$ cat config.mk
export PLATFORM = sky130hd
export DESIGN_NAME = gpio_pin_unit
export DESIGN_NICKNAME = d
export VERILOG_FILES = /design/src/rtl/gpio_pin_pkg.sv /design/src/rtl/gpio_in_stage.sv /design/src/rtl/gpio_ref_mux.sv /design/src/rtl/gpio_capture.sv /design/src/rtl/gpio_pwm_cmp.sv /design/src/rtl/gpio_blink.sv /design/src/rtl/gpio_pin_unit.sv
export SDC_FILE = /design/constraint.sdc
export NUM_CORES = 1
export LEC_CHECK = 0
export BUFFER_PORTS_ARGS = -buffer_cell sky130_fd_sc_hd__buf_4
export CELL_PAD_IN_SITES_DETAIL_PLACEMENT = 2
export CELL_PAD_IN_SITES_GLOBAL_PLACEMENT = 2
export CORE_MARGIN = 3
export CORE_UTILIZATION = 31
export DETAILED_ROUTE_END_ITERATION = 10
export PLACE_DENSITY_LB_ADDON = 0.1
export SETUP_SLACK_MARGIN = 0.5
export SYNTH_ARGS = -nofsm -noshare
export SYNTH_HDL_FRONTEND = slang
export SYNTH_SLANG_ARGS = --single-unit
$ cat constraint.sdc
create_clock -name clk -period 4.9 [get_ports clk]
set_input_delay 0 -clock clk [delete_from_list [all_inputs] [get_ports clk]]
set_output_delay 0 -clock clk [all_outputs]
set_load 0.02 [all_outputs]
$ cat src/rtl/gpio_pin_pkg.sv
package gpio_pin_pkg;

  typedef enum logic [3:0] {
    PM_READ      = 4'd0,
    PM_CAP_EACH  = 4'd1,
    PM_CAP_EDGE1 = 4'd2,
    PM_CAP_LVL1  = 4'd3,
    PM_DRV_LO    = 4'd4,
    PM_DRV_HI    = 4'd5,
    PM_LINE      = 4'd6,
    PM_PWM       = 4'd7,
    PM_BLINK     = 4'd8
  } pin_mode_e;

  function automatic logic is_out_mode(input logic [3:0] m);
    return (m >= PM_DRV_LO) && (m <= PM_BLINK);
  endfunction

  function automatic logic is_once_mode(input logic [3:0] m);
    return (m == PM_CAP_EDGE1) || (m == PM_CAP_LVL1);
  endfunction

endpackage

$ cat src/rtl/gpio_in_stage.sv
module gpio_in_stage #(
  parameter int SYNC_STAGES = 2
) (
  input  logic clk,
  input  logic rst,
  input  logic pin_i,
  input  logic inv_i,
  output logic lvl_o,
  output logic rise_o
);

  logic [SYNC_STAGES-1:0] sync_q;
  logic                   prev_q;

  for (genvar s = 0; s < SYNC_STAGES; s++) begin : g_sync
    if (s == 0) begin : g_first
      always_ff @(posedge clk) begin
        if (rst) sync_q[0] <= 1'b0;
        else     sync_q[0] <= pin_i;
      end
    end else begin : g_next
      always_ff @(posedge clk) begin
        if (rst) sync_q[s] <= 1'b0;
        else     sync_q[s] <= sync_q[s-1];
      end
    end
  end

  assign lvl_o = sync_q[SYNC_STAGES-1] ^ inv_i;

  always_ff @(posedge clk) begin
    if (rst) prev_q <= 1'b0;
    else     prev_q <= lvl_o;
  end

  assign rise_o = lvl_o & ~prev_q;

endmodule

$ cat src/rtl/gpio_ref_mux.sv
module gpio_ref_mux #(
  parameter int W    = 32,
  parameter int NCNT = 3,
  localparam int SELW = $clog2(NCNT + 1)
) (
  input  logic [SELW-1:0]   sel_i,
  input  logic [NCNT*W-1:0] cnt_val_i,
  input  logic [NCNT-1:0]   cnt_up_i,
  input  logic [NCNT-1:0]   cnt_sym_i,
  input  logic [W-1:0]      sys_time_i,
  output logic [W-1:0]      val_o,
  output logic              up_o,
  output logic              sym_o
);

  always_comb begin
    val_o = sys_time_i;
    up_o  = 1'b1;
    sym_o = 1'b0;
    for (int i = 0; i < NCNT; i++) begin
      if (sel_i == SELW'(i)) begin
        val_o = cnt_val_i[i*W +: W];
        up_o  = cnt_up_i[i];
        sym_o = cnt_sym_i[i];
      end
    end
  end

endmodule

$ cat src/rtl/gpio_capture.sv
module gpio_capture #(
  parameter int W = 32
) (
  input  logic         clk,
  input  logic         rst,
  input  logic [3:0]   mode_i,
  input  logic         lvl_i,
  input  logic         rise_i,
  input  logic [W-1:0] ref_i,
  input  logic         clr_i,
  output logic [W-1:0] cap_o,
  output logic         irq_o
);

  logic armed_q;
  logic take;

  always_comb begin
    unique case (mode_i)
      gpio_pin_pkg::PM_CAP_EACH:  take = rise_i;
      gpio_pin_pkg::PM_CAP_EDGE1: take = rise_i & armed_q;
      gpio_pin_pkg::PM_CAP_LVL1:  take = lvl_i & armed_q;
      default:                    take = 1'b0;
    endcase
  end

  always_ff @(posedge clk) begin
    if (rst) begin
      cap_o   <= '0;
      irq_o   <= 1'b0;
      armed_q <= 1'b1;
    end else begin
      irq_o <= take;
      if (take) cap_o <= ref_i;
      if (take && gpio_pin_pkg::is_once_mode(mode_i)) armed_q <= 1'b0;
      else if (clr_i)                                armed_q <= 1'b1;
    end
  end

endmodule

$ cat src/rtl/gpio_pwm_cmp.sv
module gpio_pwm_cmp #(
  parameter int W = 32
) (
  input  logic [W-1:0] val_i,
  input  logic [W-1:0] thr_i,
  input  logic         sym_i,
  input  logic         up_i,
  output logic         act_o
);

  logic [W-1:0] half_thr;

  assign half_thr = thr_i >> 1;

  always_comb begin
    if (!sym_i)               act_o = (val_i >= thr_i);
    else if (up_i && thr_i[0]) act_o = (val_i > half_thr);
    else                       act_o = (val_i >= half_thr);
  end

endmodule

$ cat src/rtl/gpio_blink.sv
module gpio_blink #(
  parameter int W = 32,
  localparam int LENW = $clog2(W)
) (
  input  logic            clk,
  input  logic            rst,
  input  logic            en_i,
  input  logic [W-1:0]    ref_i,
  input  logic [LENW-1:0] len_i,
  input  logic            once_i,
  input  logic [W-1:0]    pat_i,
  output logic            lvl_o
);

  logic [LENW-1:0] idx_q;
  logic            done_q;
  logic [W-1:0]    prev_q;
  logic            wrap;

  assign wrap = (ref_i == '0) && (prev_q != '0);

  always_ff @(posedge clk) begin
    if (rst) prev_q <= '0;
    else     prev_q <= ref_i;
  end

  always_ff @(posedge clk) begin
    if (rst || !en_i) begin
      idx_q  <= '0;
      done_q <= 1'b0;
    end else if (wrap && !done_q) begin
      if (idx_q == len_i) begin
        if (once_i) done_q <= 1'b1;
        else        idx_q  <= '0;
      end else begin
        idx_q <= idx_q + 1'b1;
      end
    end
  end

  assign lvl_o = done_q ? 1'b0 : pat_i[idx_q];

endmodule

$ cat src/rtl/gpio_pin_unit.sv
module gpio_pin_unit #(
  parameter int W           = 32,
  parameter int NCNT        = 3,
  parameter int SYNC_STAGES = 2,
  localparam int SELW = $clog2(NCNT + 1),
  localparam int LENW = $clog2(W)
) (
  input  logic              clk,
  input  logic              rst,
  input  logic              pin_i,
  input  logic [3:0]        mode_i,
  input  logic              inv_i,
  input  logic [SELW-1:0]   cnt_sel_i,
  input  logic [LENW-1:0]   blink_len_i,
  input  logic              blink_once_i,
  input  logic [W-1:0]      thr_i,
  input  logic [NCNT*W-1:0] cnt_val_i,
  input  logic [NCNT-1:0]   cnt_up_i,
  input  logic [NCNT-1:0]   cnt_sym_i,
  input  logic [W-1:0]      sys_time_i,
  input  logic              line_i,
  input  logic              irq_clr_i,
  output logic              pin_o,
  output logic              pin_oe_o,
  output logic              pin_lvl_o,
  output logic [W-1:0]      cap_data_o,
  output logic              irq_o
);

  logic         in_lvl, in_rise;
  logic [W-1:0] ref_val;
  logic         ref_up, ref_sym;
  logic         pwm_act, blink_lvl;
  logic         drv_lvl;

  gpio_in_stage #(.SYNC_STAGES(SYNC_STAGES)) u_in (
    .clk(clk), .rst(rst), .pin_i(pin_i), .inv_i(inv_i),
    .lvl_o(in_lvl), .rise_o(in_rise)
  );

  gpio_ref_mux #(.W(W), .NCNT(NCNT)) u_mux (
    .sel_i(cnt_sel_i), .cnt_val_i(cnt_val_i), .cnt_up_i(cnt_up_i),
    .cnt_sym_i(cnt_sym_i), .sys_time_i(sys_time_i),
    .val_o(ref_val), .up_o(ref_up), .sym_o(ref_sym)
  );

  gpio_capture #(.W(W)) u_cap (
    .clk(clk), .rst(rst), .mode_i(mode_i), .lvl_i(in_lvl), .rise_i(in_rise),
    .ref_i(ref_val), .clr_i(irq_clr_i), .cap_o(cap_data_o), .irq_o(irq_o)
  );

  gpio_pwm_cmp #(.W(W)) u_pwm (
    .val_i(ref_val), .thr_i(thr_i), .sym_i(ref_sym), .up_i(ref_up),
    .act_o(pwm_act)
  );

  gpio_blink #(.W(W)) u_blink (
    .clk(clk), .rst(rst), .en_i(mode_i == gpio_pin_pkg::PM_BLINK),
    .ref_i(ref_val), .len_i(blink_len_i), .once_i(blink_once_i),
    .pat_i(thr_i), .lvl_o(blink_lvl)
  );

  always_comb begin
    unique case (mode_i)
      gpio_pin_pkg::PM_DRV_HI: drv_lvl = 1'b1;
      gpio_pin_pkg::PM_LINE:   drv_lvl = line_i;
      gpio_pin_pkg::PM_PWM:    drv_lvl = pwm_act;
      gpio_pin_pkg::PM_BLINK:  drv_lvl = blink_lvl;
      default:                 drv_lvl = 1'b0;
    endcase
  end

  always_ff @(posedge clk) begin
    if (rst) begin
      pin_o     <= 1'b0;
      pin_oe_o  <= 1'b0;
      pin_lvl_o <= 1'b0;
    end else begin
      pin_oe_o  <= gpio_pin_pkg::is_out_mode(mode_i);
      pin_o     <= gpio_pin_pkg::is_out_mode(mode_i) ? (drv_lvl ^ inv_i) : 1'b0;
      pin_lvl_o <= in_lvl;
    end
  end

endmodule

Word-level counts from Yosys, hierarchy flattened
Index checks and enable logic that the tools add are counted.

cells by class
  equal/unequal tests = 11
  reductions and logical operators = 16
  mux-type cells = 20
  bitwise gates (word level) = 7
  $lt $le $gt $ge = 6
  add/subtract/negate cells = 1

operators by type and width
  operator                                                            count
  2-to-1 mux 32 bit                                                   3
  greater-or-equal comparator 32 x 31 -> 1 bit                        1
  greater-or-equal comparator 32 bit                                  1
  greater-than comparator 32 x 31 -> 1 bit                            1
  zero test 32 bit                                                    1
  nonzero test 32 bit                                                 1
  == test 4 x 3 -> 1 bit (second input constant)                      3
  2-to-1 mux 1 bit                                                    12
  2-to-1 mux 5 bit                                                    2
  == test 4 x 2 -> 1 bit (second input constant)                      2
  < comparator 5 x 6 -> 1 bit (second input constant)                 1
  adder 5 x 1 -> 5 bit (second input constant)                        1
  binary-select mux 1 bit (select 5 bit)                              1
  == test 5 bit                                                       1
  logical AND 1 bit                                                   5
  == test 4 x 1 -> 1 bit (second input constant)                      1
  == test 4 bit (second input constant)                               1
  greater-or-equal comparator 4 x 3 -> 1 bit (second input constant)  1
  <= comparator 4 bit (second input constant)                         1
  case mux 1 bit (4 select lines)                                     1
  bitwise AND 1 bit                                                   3
  case mux 1 bit (3 select lines)                                     1
  AND reduction 3 bit                                                 1
  == test 2 x 1 -> 1 bit (second input constant)                      1
  10 further kinds                                                    14

word-level totals
  register bits = 77
  output and inout port bits = 36
  input bits = 184
  word-level logic and storage cells = 72

Depth between registers and ports, before layout
  word-level depth = 9
  mapped depth = 13
  depth with buffers taken out = 11

Hierarchy
Synthesis repeated with hierarchy kept, for this count alone.

second synthesis, totals
  cell total of the unflattened synthesis = 566
  area total of the unflattened synthesis = 5773.0 sq um

modules (own cells, without submodules)
  module         area each (sq um)  seq. area each (sq um)  cells each  times used
  gpio_blink     1625.3             760.7                   154         1
  gpio_capture   1524.0             680.7                   149         1
  gpio_pwm_cmp   1495.2             0.0                     192         1
  gpio_ref_mux   872.1              0.0                     46          1
  gpio_pin_unit  163.9              60.1                    16          1
  gpio_in_stage  92.6               60.1                    9           1

Worst setup path after synthesis
Ideal clock, no wire load.

  path type = input port to flip-flop
  start point = input port cnt_sel_i[1]
  end point = register pin_o
  required time = 4.785 ns
  stages on the path = 12
  data arrival time = 2.791 ns
  buffers on the path = 2
  setup slack = 1.994 ns
  library setup time = 0.115 ns
  cell sequence = clkbuf_1 -> clkbuf_1 -> mux4_2 -> ha_1 -> a21oi_1 -> o21ai_0 -> a221o_1 -> a2111o_1 -> a31oi_1 -> o31ai_2 -> xor2_1 -> and2_1

between the ends
  word-level cells in the longest chain between the ends = 9
  elaborated cells between the ends (all ways) = 20
  classes of those cells = order compare (3); eq/ne (2); mux (12); bitwise (1); reduce/logical (2)

ends and longest elaborated chain
  element                                                                                                   RTL line                                source
  from (decl)                                                                                               gpio_pin_unit.sv:13                     input logic [SELW-1:0] cnt_sel_i,
  zero test 2 bit                                                                                           gpio_ref_mux.sv:21                      if (sel_i == SELW'(i)) begin
  2-to-1 mux 32 bit (2 in a row)                                                                            gpio_ref_mux.sv:21
  2-to-1 mux 32 bit (*)                                                                                     gpio_ref_mux.sv:21
  named net ref_val[17]                                                                                     gpio_pin_unit.sv:31                     logic [W-1:0] ref_val;
  greater-or-equal comparator 32 x 31 -> 1 bit or greater-than comparator 32 x 31 -> 1 bit (tied branches)  gpio_pwm_cmp.sv:18, gpio_pwm_cmp.sv:17
  2-to-1 mux 1 bit                                                                                          gpio_pwm_cmp.sv:17                      else if (up_i && thr_i[0]) act_o = (val_i > half_thr);
  2-to-1 mux 1 bit (*)                                                                                      gpio_pwm_cmp.sv:16                      if (!sym_i) act_o = (val_i >= thr_i);
  case mux 1 bit (4 select lines) (*)                                                                       gpio_pin_unit.sv:64                     unique case (mode_i)
  XOR 1 bit (*)                                                                                             gpio_pin_unit.sv:80                     pin_o <= gpio_pin_pkg::is_out_mode(mode_i) ? (drv_lvl ^ inv_i) : 1'b0;
  to (signal assigned)                                                                                      gpio_pin_unit.sv:80
  to (decl)                                                                                                 gpio_pin_unit.sv:23                     output logic pin_o,

Mark *: on every way through the listed nets, which the timed path passes. The rest lies on a longest branch.
A chain may end at the register's enable or synchronous reset.

Final worst setup path
  start point = input port cnt_sel_i[0]
  end point = register pin_o

Same word-level chain as after synthesis.

==> reports/metrics.cfg <==
[yosys]
synth_area_sq_um = 5270
synthFlopType = dfxtp_1
synth_area_leaders = dfxtp_1 29%, mux4_2 17%, ha_1 15%
synth_edf_count = 0
synth_largest_area_cell = dfxtp_1
ys_ff_latch = 77
syn_avg_cell_area_sq_um = 10.2
ys_types = 52
synth_fp_nets = 765
synth_top_cell_area_share_pct = 29.2
ys_warn_count = 0
syn_inst = 517
synth.yosys.seq_area_share_pct = 29.2
async_flop_share_pct = 0

[hold_path]
hold_class = input pin to flop

[critical_path]
r2r_end = pin_o$_SDFF_PP0_
cp_cell_sequence = buf_4 > mux4_2 > ha_1 > a21oi_1 > o21ai_0 > a221o_1 > a2111o_1 > a31oi_1 > o31ai_2 > xor2_1 > and2_1
crit_cells = 11
critical_path_required_ns = 5.14
crit_slowest_cell = mux4_2
reg2reg_depth = 7
r2r_slack_ns = 2.18
startpoint = cnt_sel_i[0]
cp-endpoint = pin_o$_SDFF_PP0_
crit_family = compound AO/OA/AOI/OAI gates
end_kind = flop
worstReg2RegStart = u_blink.idx_q[0]$_SDFFE_PP0P_
start_kind = input pin
path_buf_inv = 1
crit_type = input pin to flop
critical_path_arrival_ns = 3.23
max_stage_delay_ns = 0.66
cp_max_fo = 36

[sta]
tightest_slew_ns = 0.909
rsz0062_at_grt = false
fin_ws_ns = 1.92
maxSlewHeadroom_pct = 39.3
setup_viol = 0
final_hold_viol_count = 0
min_period_over_period_pct = 60.9
finalClockSkew_ns = 0.0107
final.setup.tns_ns = 0
fmax_mhz = 335
min_period_ns = 2.98
slew_violations = 0

[clock_tree]
cts_htree_levels = 3
tritoncts.num_buffers = 9
root_buffer = clkbuf_16
cts.sinks = 77
hold_buffers = 4
cts_tree = yes
cts_setup_buffers = 0
clock_latency_ns = 0.35
ctsResizeCount = 0
clockBufferDepth = 2
clkTransAtPathRegs_ns = 0.06

[place]
portBuffers = 219
dp_hpwl_um = 18400
pre_cts_ws_ns = 1.52
gp_congestion = 0.824

[grt]
grt_pass1_vias = 5711
grt_pass1_wl_um = 33600
antenna_found_initial = 0
grt_overflow = 0
grt_usage_pct = 24.3
grt_max_degree = 73

[layout]
fin_nets = 979
diodes = 0
drive_above_1_share_pct = 38.2
area_growth_pct = 41.6
mostFrequentLayoutCell = buf_4
layout_common_cells = 221 x buf_4, 77 x dfxtp_1, 64 x ha_1

[route]
drtIter0Drc = 145
ant_nets = 0
num_vias = 5091
drcViolationCount = 0
first_pass_iters = 4
avgViaCountPerCell = 5.33
routedWlPerCell_um = 23.3
wl_um = 22300

[power_and_ir_drop]
power_leakage_nw = 3.36
peakVddDrop_mv = 0.161
powerDensity_nw_per_um2 = 259

[job]
timing.max_cap.violations = 0

[floorplanning]
dieArea_sq_um = 18600
fp.dieH_um = 136
fp.dieW_um = 136
start_util_pct = 31.7
design.core.area_sq_um = 16600
io_pins = 220
row_count = 47

[outcome]
status = finished, final reports clean

metal layers:
layer	track usage (%)	share of wire, %	vias up
li1	-	-	2356
met1	31.1	43	2542
met2	42.7	50	174
met3	4.52	6.0	19
met4	5.04	1.0	0
met5	0	0	-
Yosys cell counts (all sizes together) (2+ instances only):
cell	instances
xnor2	4
dfxtp	77
a21oi	22
nor3	6
nor2	41
nand2	21
nor2b	38
a21o	5
nand2b	6
nor4	18
o31ai	3
a31oi	3
and4	4
and3	2
nand3	12
ha	64
mux2i	39
nor3b	2
nand4	8
o21ai	16
mux4	41
xor2	3
clkbuf	11
buf	11
a221oi	3
inv	36
o211ai	3
worst min-delay path, delay by kind of cell:
kind,cells,cell delay (ns)
buffers and inverters,1,0.11
AND/OR/NAND/NOR,2,0.25
final cells by class:
type / count / area (sq um)
clock buffers: 10 / 229
clock inverters: 6 / 87.6
fillers: 1790 / 9170
inverters: 36 / 135
multi-input cells: 382 / 3500
flip-flops and latches: 77 / 1540
well taps: 220 / 275
repair buffers: 225 / 1700
report_power, final:
part           switching (W)  internal (W)
combinational       0.000275      0.000267
sequential         0.0000129      0.000658
clock               0.000275      0.000446
total               0.000563       0.00137
metrics by stage:
step | util [%] | hold slack (ns) | power (W) | std cells | cell area, sq um
final | 44.9 | 0.0578 | 0.00193 | 956 | 7470
after global routing | 44.9 | 0.0665 | 0.00204 | 956 | 7470
after CTS | 44.9 | 0.0378 | 0.00196 | 956 | 7470
after detailed placement | 42.7 | 0.244 | 0.00122 | 936 | 7110
after global placement | 42.7 | 0.232 | 0.00120 | 936 | 7110
after floorplan | - | 0.128 | 0.000967 | 517 | 5270
sequential cells by signal, summed over array words and instances, names as in the netlist:
signal          count
u_blink.idx_q       5
u_in.prev_q         1
u_cap.irq_o         1
u_in.sync_q         2
pin_o               1
u_blink.done_q      1
u_cap.cap_o        32
u_cap.armed_q       1
u_blink.prev_q     32
pin_oe_o            1
kinds of logic after synthesis:
family	count (synthesis)	synth area share (%)
and+or+nand+nor	164	16.6
muxes	80	25.1
DFF	77	29.2
AOI/OAI and AO/OA	67	8.26
adders and majority gates	64	15.2
buffers and inverters	58	4.48
xor gates and xnor gates	7	1.16
worst min path at each step:
| stage | start | to | slack (ns) | cells past startpoint |
|---|---|---|---|---|
| after global placement | pin_i | u_in.sync_q[0]$_SDFF_PP0_ | 0.23 | 2 |
| final | mode_i[2] | u_blink.done_q$_SDFFE_PP0P_ | 0.06 | 3 |
| after floorplan | pin_i | u_in.sync_q[0]$_SDFF_PP0_ | 0.13 | 1 |
| after global routing | mode_i[2] | u_blink.done_q$_SDFFE_PP0P_ | 0.07 | 3 |
| after detailed placement | pin_i | u_in.sync_q[0]$_SDFF_PP0_ | 0.24 | 2 |
| after CTS | mode_i[2] | u_blink.done_q$_SDFFE_PP0P_ | 0.04 | 3 |
Power figures use the tool's default switching activity.
